## src/rtl/fsg_pkg.sv

```systemverilog
package fsg_pkg;
  typedef enum logic [2:0] {
    M_READ, M_PROG, M_WIN, M_ERASE, M_SUSP, M_SPROG, M_FAIL
  } mode_t;

  typedef enum logic [2:0] {
    OP_PROG   = 3'd0,
    OP_SERASE = 3'd1,
    OP_CERASE = 3'd2,
    OP_SUSP   = 3'd3,
    OP_RESUME = 3'd4,
    OP_RESET  = 3'd5
  } op_t;

  // A program can only clear bits; any requested 1 over a stored 0 stalls it.
  function automatic logic raises_zero(input logic [31:0] wr, input logic [31:0] cur);
    return |(wr & ~cur);
  endfunction

  // Sector index is the top sb bits of an aw-bit address.
  function automatic int unsigned sector_of(input logic [31:0] addr, input int aw, input int sb);
    return int'(addr >> (aw - sb));
  endfunction

  // Modes in which the polling bit advances on each read.
  function automatic logic polls_busy(input mode_t m);
    return (m == M_PROG) || (m == M_WIN) || (m == M_ERASE) || (m == M_SPROG) || (m == M_FAIL);
  endfunction

  // Modes in which the sector-selective bit advances on selected reads.
  function automatic logic polls_sector(input mode_t m);
    return (m == M_WIN) || (m == M_ERASE) || (m == M_SUSP);
  endfunction

  function automatic logic [7:0] status_word(input logic b7, input logic b6, input logic b5,
                                             input logic b3, input logic b2);
    return {b7, b6, b5, 1'b0, b3, b2, 2'b00};
  endfunction
endpackage

```

## src/rtl/fsg_ctrl.sv

```systemverilog
module fsg_ctrl
  import fsg_pkg::*;
#(
  parameter int AW        = 12,
  parameter int DW        = 8,
  parameter int NSECT     = 4,
  parameter int WIN_CYC   = 40,
  parameter int PROG_CYC  = 8,
  parameter int ERASE_CYC = 60,
  parameter int PULSE_LIM = 24
) (
  input  logic             clk,
  input  logic             rst_n,
  input  logic             cmd_valid,
  input  logic [2:0]       cmd_op,
  input  logic [AW-1:0]    cmd_addr,
  input  logic [DW-1:0]    cmd_data,
  input  logic [DW-1:0]    cell_old,
  output mode_t            mode,
  output logic [NSECT-1:0] sect_mask,
  output logic             pdata_msb,
  output logic             ev_prog_done,
  output logic             ev_fail,
  output logic             ev_win_expire,
  output logic             ev_erase_done
);
  localparam int SB    = $clog2(NSECT);
  localparam int OPMAX = (PULSE_LIM > WIN_CYC) ? PULSE_LIM : WIN_CYC;
  localparam int CW    = $clog2(OPMAX + 1);
  localparam int ECW   = $clog2(ERASE_CYC + 1);

  mode_t           mode_q, mode_d;
  logic [CW-1:0]   op_cnt;
  logic [ECW-1:0]  ers_cnt;
  logic            stall_q;
  logic [SB-1:0]   cmd_sect;
  logic            hit_prog, hit_se, hit_ce, hit_susp, hit_res, hit_rst;
  logic            prog_run, accept_prog, win_restart;

  assign cmd_sect  = SB'(sector_of(32'(cmd_addr), AW, SB));
  assign hit_prog  = cmd_valid && (cmd_op == OP_PROG);
  assign hit_se    = cmd_valid && (cmd_op == OP_SERASE);
  assign hit_ce    = cmd_valid && (cmd_op == OP_CERASE);
  assign hit_susp  = cmd_valid && (cmd_op == OP_SUSP);
  assign hit_res   = cmd_valid && (cmd_op == OP_RESUME);
  assign hit_rst   = cmd_valid && (cmd_op == OP_RESET);

  assign prog_run      = (mode_q == M_PROG) || (mode_q == M_SPROG);
  assign ev_prog_done  = prog_run && !stall_q && (op_cnt == CW'(PROG_CYC - 1));
  assign ev_fail       = prog_run && stall_q && (op_cnt == CW'(PULSE_LIM - 1));
  assign win_restart   = (mode_q == M_WIN) && hit_se && !hit_rst;
  assign ev_win_expire = (mode_q == M_WIN) && !hit_rst && !hit_se && (op_cnt == CW'(WIN_CYC - 1));
  assign ev_erase_done = (mode_q == M_ERASE) && (ers_cnt == ECW'(ERASE_CYC - 1));
  assign accept_prog   = hit_prog && ((mode_q == M_READ) || (mode_q == M_SUSP));

  always_comb begin
    mode_d = mode_q;
    unique case (mode_q)
      M_READ:  if (hit_prog) mode_d = M_PROG;
               else if (hit_se) mode_d = M_WIN;
               else if (hit_ce) mode_d = M_ERASE;
      M_PROG:  if (ev_fail) mode_d = M_FAIL;
               else if (ev_prog_done) mode_d = M_READ;
      M_WIN:   if (hit_rst) mode_d = M_READ;
               else if (ev_win_expire) mode_d = M_ERASE;
      M_ERASE: if (ev_erase_done) mode_d = M_READ;
               else if (hit_susp) mode_d = M_SUSP;
      M_SUSP:  if (hit_prog) mode_d = M_SPROG;
               else if (hit_res) mode_d = M_ERASE;
      M_SPROG: if (ev_fail) mode_d = M_FAIL;
               else if (ev_prog_done) mode_d = M_SUSP;
      M_FAIL:  if (hit_rst) mode_d = M_READ;
      default: mode_d = M_READ;
    endcase
  end

  always_ff @(posedge clk or negedge rst_n) begin
    if (!rst_n) begin
      mode_q    <= M_READ;
      op_cnt    <= '0;
      ers_cnt   <= '0;
      stall_q   <= 1'b0;
      pdata_msb <= 1'b0;
    end else begin
      mode_q <= mode_d;
      if ((mode_d != mode_q) || win_restart)
        op_cnt <= '0;
      else if (prog_run || (mode_q == M_WIN))
        op_cnt <= op_cnt + 1'b1;
      if ((mode_d == M_ERASE) && ((mode_q == M_READ) || (mode_q == M_WIN)))
        ers_cnt <= '0;
      else if ((mode_q == M_ERASE) && !ev_erase_done)
        ers_cnt <= ers_cnt + 1'b1;
      if (accept_prog) begin
        stall_q   <= raises_zero(32'(cmd_data), 32'(cell_old));
        pdata_msb <= cmd_data[7];
      end
    end
  end

  // One flop per sector: set when the sector is named, cleared on return to read.
  for (genvar s = 0; s < NSECT; s++) begin : g_sect
    always_ff @(posedge clk or negedge rst_n) begin
      if (!rst_n)
        sect_mask[s] <= 1'b0;
      else if (mode_d == M_READ)
        sect_mask[s] <= 1'b0;
      else if ((mode_q == M_READ) && hit_ce)
        sect_mask[s] <= 1'b1;
      else if (((mode_q == M_READ) && hit_se) || win_restart)
        sect_mask[s] <= sect_mask[s] | (cmd_sect == SB'(s));
    end
  end

  assign mode = mode_q;
endmodule

```

## src/rtl/fsg_toggle.sv

```systemverilog
module fsg_toggle
  import fsg_pkg::*;
(
  input  logic  clk,
  input  logic  rst_n,
  input  logic  rd_stb,
  input  mode_t mode,
  input  logic  rd_sel,
  output logic  tog6,
  output logic  tog2
);
  logic adv6, adv2;
  assign adv6 = rd_stb && polls_busy(mode);
  assign adv2 = rd_stb && rd_sel && polls_sector(mode);

  always_ff @(posedge clk or negedge rst_n) begin
    if (!rst_n) begin
      tog6 <= 1'b0;
      tog2 <= 1'b0;
    end else begin
      if (adv6) tog6 <= ~tog6;
      if (adv2) tog2 <= ~tog2;
    end
  end
endmodule

```

## src/rtl/fsg_outmux.sv

```systemverilog
module fsg_outmux
  import fsg_pkg::*;
#(
  parameter int DW = 8
) (
  input  mode_t         mode,
  input  logic          tog6,
  input  logic          tog2,
  input  logic          rd_sel,
  input  logic          pdata_msb,
  input  logic [DW-1:0] arr_data,
  output logic [DW-1:0] dq,
  output logic          ready
);
  always_comb begin
    dq    = arr_data;
    ready = 1'b1;
    unique case (mode)
      M_READ: ;
      M_PROG, M_SPROG: begin
        dq    = DW'(status_word(!pdata_msb, tog6, 1'b0, 1'b0, tog2));
        ready = 1'b0;
      end
      M_WIN: begin
        dq    = DW'(status_word(1'b0, tog6, 1'b0, 1'b0, tog2));
        ready = 1'b0;
      end
      M_ERASE: begin
        dq    = DW'(status_word(1'b0, tog6, 1'b0, 1'b1, tog2));
        ready = 1'b0;
      end
      M_SUSP: if (rd_sel) dq = DW'(status_word(1'b1, tog6, 1'b0, 1'b0, tog2));
      M_FAIL: begin
        dq    = DW'(status_word(!pdata_msb, tog6, 1'b1, 1'b0, tog2));
        ready = 1'b0;
      end
      default: ;
    endcase
  end
endmodule

```

## src/rtl/flash_status_gen.sv

```systemverilog
module flash_status_gen
  import fsg_pkg::*;
#(
  parameter int AW        = 12,
  parameter int DW        = 8,
  parameter int NSECT     = 4,
  parameter int WIN_CYC   = 40,
  parameter int PROG_CYC  = 8,
  parameter int ERASE_CYC = 60,
  parameter int PULSE_LIM = 24
) (
  input  logic          clk,
  input  logic          rst_n,
  input  logic          cmd_valid,
  input  logic [2:0]    cmd_op,
  input  logic [AW-1:0] cmd_addr,
  input  logic [DW-1:0] cmd_data,
  input  logic [DW-1:0] cell_old,
  input  logic          rd_stb,
  input  logic [AW-1:0] rd_addr,
  input  logic [DW-1:0] arr_data,
  output logic [DW-1:0] dq,
  output logic          ready
);
  localparam int SB = $clog2(NSECT);

  mode_t            mode;
  logic [NSECT-1:0] sect_mask;
  logic             pdata_msb, tog6, tog2, rd_sel;
  logic             ev_prog_done, ev_fail, ev_win_expire, ev_erase_done;
  logic [SB-1:0]    rd_sect;

  assign rd_sect = SB'(sector_of(32'(rd_addr), AW, SB));
  assign rd_sel  = sect_mask[rd_sect];

  fsg_ctrl #(
    .AW(AW), .DW(DW), .NSECT(NSECT), .WIN_CYC(WIN_CYC),
    .PROG_CYC(PROG_CYC), .ERASE_CYC(ERASE_CYC), .PULSE_LIM(PULSE_LIM)
  ) u_ctrl (
    .clk(clk), .rst_n(rst_n), .cmd_valid(cmd_valid), .cmd_op(cmd_op),
    .cmd_addr(cmd_addr), .cmd_data(cmd_data), .cell_old(cell_old),
    .mode(mode), .sect_mask(sect_mask), .pdata_msb(pdata_msb),
    .ev_prog_done(ev_prog_done), .ev_fail(ev_fail),
    .ev_win_expire(ev_win_expire), .ev_erase_done(ev_erase_done)
  );

  fsg_toggle u_tog (
    .clk(clk), .rst_n(rst_n), .rd_stb(rd_stb), .mode(mode),
    .rd_sel(rd_sel), .tog6(tog6), .tog2(tog2)
  );

  fsg_outmux #(.DW(DW)) u_mux (
    .mode(mode), .tog6(tog6), .tog2(tog2), .rd_sel(rd_sel),
    .pdata_msb(pdata_msb), .arr_data(arr_data), .dq(dq), .ready(ready)
  );
endmodule

```

## config.mk

```make
export PLATFORM = sky130hd
export DESIGN_NAME = flash_status_gen
export DESIGN_NICKNAME = d
export VERILOG_FILES = /design/src/rtl/fsg_pkg.sv /design/src/rtl/fsg_ctrl.sv /design/src/rtl/fsg_toggle.sv /design/src/rtl/fsg_outmux.sv /design/src/rtl/flash_status_gen.sv
export SDC_FILE = /design/constraint.sdc
export NUM_CORES = 1
export LEC_CHECK = 0
export ABC_AREA = 1
export BUFFER_PORTS_ARGS = -buffer_cell sky130_fd_sc_hd__buf_2
export CORE_UTILIZATION = 40
export DETAILED_ROUTE_END_ITERATION = 7
export GPL_ROUTABILITY_DRIVEN = 0
export PLACE_DENSITY = 0.68
export SETUP_SLACK_MARGIN = 0.3
export SLEW_MARGIN = 10
export SYNTH_ARGS = -nofsm -noshare
export SYNTH_HDL_FRONTEND = slang
export SYNTH_SLANG_ARGS = --single-unit
export TNS_END_PERCENT = 5
```

## constraint.sdc

```tcl
create_clock -name clk -period 1.7 [get_ports clk]
set_input_delay 0.085 -clock clk [delete_from_list [all_inputs] [get_ports clk]]
set_output_delay 0.085 -clock clk [all_outputs]
set_load 0.03 [all_outputs]
```

# Yosys cells after proc, flatten, opt, wreduce, memory -nomap -nowiden
# Index checks and enable logic that the tools add are counted.
[word_totals]
register_bits = 23
input_bits = 55
output_inout_bits = 9
[op_classes]
n_lt_le_gt_ge = 1
reduce_logical = 51
n_eq_ne = 20
bitwise_logic = 8
n_addsub = 2
mux = 36
[op_table]
columns = ["operator", "n"]
rows = [
  ["3-bit 2-to-1 mux", 14],
  ["8-bit case mux with 5 select lines", 1],
  ["8-bit by 32-bit AND with 32-bit output", 1],
  ["8-bit inverter with 32-bit output", 1],
  ["32-bit OR reduction", 1],
  ["1-bit logical AND", 24],
  ["6-bit 2-to-1 mux", 4],
  ["3-bit case mux with 7 select lines", 1],
  ["3-bit by 2-bit equality test with 1-bit output (second input constant)", 5],
  ["3-bit equality test (second input constant)", 5],
  ["1-bit 2-to-1 mux", 14],
  ["6-bit by 1-bit adder with 6-bit output (second input constant)", 2],
  ["6-bit equality test (second input constant)", 2],
  ["1-bit logical OR", 12],
  ["3-bit zero test", 3],
  ["8-bit 2-to-1 mux", 1],
  ["3-bit by 1-bit equality test with 1-bit output (second input constant)", 2],
  ["6-bit by 3-bit equality test with 1-bit output (second input constant)", 1],
  ["6-bit by 5-bit equality test with 1-bit output (second input constant)", 1],
  ["1-bit zero test", 5],
  ["5-bit OR reduction", 1],
  ["2-bit equality test (second input constant)", 2],
  ["1-bit OR", 4],
  ["2-bit nonzero test", 2],
  ["other kinds (8)", 9],
]

# Longest topological paths before layout
[depth]
ltp_word = 12
ltp_mapped = 11
depth_no_buf = 11

# Hierarchy
# Synthesis repeated with hierarchy kept, for this count alone.
[hier_totals]
hier_cells = 271
hier_area_um2 = 1861.8
[modules_own_cells]
columns = ["module", "seq_area_each_um2", "instances", "area_each_um2", "cells_per_inst"]
rows = [
  ["fsg_ctrl", 525.5, 1, 1478.9, 203],
  ["fsg_outmux", 0.0, 1, 200.2, 35],
  ["fsg_toggle", 50.0, 1, 131.4, 20],
  ["flash_status_gen", 0.0, 1, 51.3, 13],
]

# Worst setup path before layout
# Ideal clock, no wire load.
[synth_timing]
path_type = "reg-to-output"
start = "reg u_ctrl.mode_q[1] (netlist: u_ctrl.mode[1])"
end = "out dq[2]"
arrival_time_ps = 1570
path_slack_ps = 45
path_stages_with_launch = 8
path_cell_list = "dfrtp_1 -> buf_2 -> nor2_2 -> nand2_1 -> o21ai_0 -> a21oi_2 -> nor2_1 -> a21oi_1"
[synth_between]
elab_chain_cells = 3
[synth_lines]
columns = ["item", "line", "rtl"]
rows = [
  ["start, declared", "fsg_ctrl.sv:32", "mode_t mode_q, mode_d;"],
  ["start signal, assigned", "fsg_ctrl.sv:85", "mode_q <= mode_d;"],
  ["3-bit equality test / 3-bit by 1-bit equality test with 1-bit output (equally long branches)", "fsg_outmux.sv:18", "unique case (mode)"],
  ["2-bit OR reduction", "--", ""],
  ["8-bit case mux with 5 select lines (*)", "fsg_outmux.sv:18", ""],
  ["end, declared", "flash_status_gen.sv:22", "output logic [DW-1:0] dq,"],
]
# Mark *: on every way between the ends. The rest lies on a longest branch, timed or not.

# Worst setup path after layout
[layout_timing]
start = "reg u_ctrl.mode_q[1] (netlist: u_ctrl.mode[1])"
end = "out dq[4]"
# The elaborated chain is that of the path after synthesis.

==> results.sh <==
export IMPL_outcome="finished clean"
export IMPL_worstHoldPathType="input port to flip-flop"
export IMPL_grt_pass1_vias=1679
export IMPL_fin_nets=365
export IMPL_hold_viol_final=0
export IMPL_antenna_found_initial=0
export IMPL_synth_avg_cell_area_um2=6.966
export IMPL_die_area_mm2=0.004280
export IMPL_finClkSkew_ns=0.004957
export IMPL_yosys_area_top_type_share_pct=35.77
export IMPL_relSlewSlack_pct=65.80
export IMPL_synth_ff_type="dfrtp_1"
export IMPL_seq_area_frac_synth_pct=35.77
export IMPL_wl_per_cell_um=12.90
export IMPL_num_antenna_cells=0
export IMPL_min_period_ns=1.698
export IMPL_async_flop_share_pct=100.0
export IMPL_clk_latency_ns=0.27
export IMPL_drc=0
export IMPL_drt_iter0_drc=75
export IMPL_syn_nets=288
export IMPL_power_leakage_nw=1.229
export IMPL_io_pins=64
export IMPL_ys_ff_latch=23
export IMPL_cts_sinks=23
export IMPL_worst_pin_slew_ns=0.5130
export IMPL_fin_cells=355
export IMPL_post_route_period_util_pct=99.88
export IMPL_grt_max_degree=24
export IMPL_yosysTopAreaCell="dfrtp_1"
export IMPL_synth_area_leaders="dfrtp_1, nand2_1, nor2_1, inv_1, xor2_1"
export IMPL_slew_viol_final=0
export IMPL_dpl_instance_area_mm2=0.002007
export IMPL_grtUsageTotal_pct=21.62
export IMPL_grt_overflow=0
export IMPL_critPathRequiredTime_ns=1.62
export IMPL_setup_violations=0
export IMPL_end_kind="primary output"
export IMPL_path_clk_slew_ns=0.09
export IMPL_fmax_mhz=589.0
export IMPL_fillerInstances=323
export IMPL_ant_nets=0
export IMPL_final_cell_area_mm2=0.002424
export IMPL_cap_violations=0
export IMPL_numCtsBuffers=3
export IMPL_synthCells=231
export IMPL_area_growth_pct=50.62
export IMPL_arrival_ns=1.61
export IMPL_rows=22
export IMPL_drt_total_wl_mm=4.579
export IMPL_irDropWorstVdd_mv=0.7475
export IMPL_io_buffers=43
export IMPL_clock_path_buffers=2
export IMPL_cts_tree="built"
export IMPL_dpl_cell_count=337
export IMPL_netlist_area_mm2=0.001609
export IMPL_vias=1776
export IMPL_cp_start_kind="flip-flop"
export IMPL_fp_dieW_um=65.43
export IMPL_first_pass_iters=4
export IMPL_rsz0062_at_grt="yes"
export IMPL_yosysUniqueCellTypes=30
export IMPL_fin_hold_ws_ns=0.04647
export IMPL_vias_per_cell=5.003
export IMPL_final_layout_size_suffix_gt1_share_pct=43.97
export IMPL_worstSetupPathType="flip-flop to primary output"
export IMPL_path_max_fanout=7
export IMPL_synth_edff_count=0
export IMPL_hpwl_mm=2.895
export IMPL_post_route_util_pct=64.27
export IMPL_power_density_mw_per_mm2=1588
export IMPL_start_util_pct=42.67
export IMPL_cts_root_buf="clkbuf_8"
export IMPL_die_y_um=65.43
export IMPL_yosys_warnings=0
export IMPL_grt_pass1_wl_mm=7.182
export IMPL_core_region_area_mm2=0.003771
export IMPL_cts_htree_levels=1
[synth_stat cells, types with 2 or more instances]
master and n:
dfrtp_1 23, nand3_1 13, nand2_2 4, o21ai_0 6, inv_1 38, xor2_1 8
ha_1 2, nor3_1 4, nand4_1 4, xnor2_1 2, a311oi_1 4, nor2_1 40
o22ai_1 5, nor2_2 4, inv_2 6, nor3_2 3, a21oi_1 7, nand2_1 46
[per-stage QoR]
| stage | power [mW] | setup WS (ns) | setup TNS (ns) |
|---|---|---|---|
| after floorplan | 2.105 | 0.1641 | 0 |
| after global placement | 2.690 | 0.03055 | 0 |
| after detailed placement | 2.714 | 0.03243 | 0 |
| after CTS | 3.652 | 0.04868 | 0 |
| after global routing | 4.086 | -0.06933 | -0.7350 |
| final | 3.849 | 0.002082 | 0 |
[registers in the layout, indices dropped and copies added (netlist names)]
register,cells
u_ctrl.stall_q,1
u_ctrl.sect_mask,4
u_ctrl.ers_cnt,6
u_ctrl.mode,3
u_ctrl.pdata_msb,1
u_tog.tog6,1
u_tog.tog2,1
u_ctrl.op_cnt,6
[per-layer routing]
metal	share of wire [%]	GRT usage, %
met5	0	0
met4	0.79	4.891
met3	4.3	3.472
met2	51	38.92
met1	44	26.80
[logic make-up after synthesis]
| logic type | count (synthesis) | synth area share [%] |
|---|---|---|
| flip-flops | 23 | 35.77 |
| AO/OA/AOI/OAI | 28 | 11.20 |
| AND/OR/NAND/NOR | 122 | 34.76 |
| multiplexers | 1 | 0.6998 |
| XOR/XNOR | 10 | 5.444 |
| buffers and inverters | 45 | 10.58 |
| adder cells (fa/ha/maj) | 2 | 1.555 |
[critical path, cell delays in order, from the launching register on]
cell,delay (ns)
dfrtp_2,0.47
nor2_4,0.17
nand2_2,0.08
inv_2,0.08
a21oi_2,0.05
buf_6,0.14
buf_6,0.13
nor2_2,0.09
buf_6,0.14
[power by group]
group          internal, mW  switching, mW
registers             0.710          0.130
logic                  1.11           1.54
clock network         0.166          0.193
[worst paths after layout]
path,cells after the start,slack (ns),start,to
worst max-delay path,8,0.002,u_ctrl.mode[1]$_DFF_PN0_,dq[4]
worst min-delay path,3,0.05,cmd_data[7],u_ctrl.pdata_msb$_DFFE_PN0P_
worst max register to register,10,0.01,u_ctrl.mode[1]$_DFF_PN0_,u_ctrl.sect_mask[0]$_DFFE_PN0P_
worst min register to register,2,0.53,u_ctrl.pdata_msb$_DFFE_PN0P_,u_ctrl.pdata_msb$_DFFE_PN0P_
max in group asynchronous,2,1.01,rst_n,u_ctrl.mode[0]$_DFF_PN0_
min in group asynchronous,2,0.32,rst_n,u_ctrl.ers_cnt[4]$_DFFE_PN0P_
[layout make-up]
type	instances	area [um^2]	share of cell area (%)
Tap cell	48	60.06	2.478
Clock buffer	3	41.29	1.704
Timing Repair Buffer	73	499.2	20.60
Clock inverter	1	7.507	0.3098
Multi-Input combinational cell	163	1061	43.78
Sequential cell	23	579.3	23.90
Inverter	44	175.2	7.228
[timing repair]
action	4_1_cts	5_1_grt
gates resized for setup	46	27
endpoints found under the setup margin	26	30
hold endpoints to repair	23	0
hold buffers	1	0
setup buffers	10	3
pin swaps	15	10
[cells in the final DEF (no fill, tap or decap), types with 8 or more instances in the layout]
master   instances
buf_2           37
dfrtp_1         20
buf_6           11
nand2_1         37
buf_4           24
xor2_1           8
nor2_1          32
nand2_2         11
inv_1           35
(Power assumes the default switching activity.)
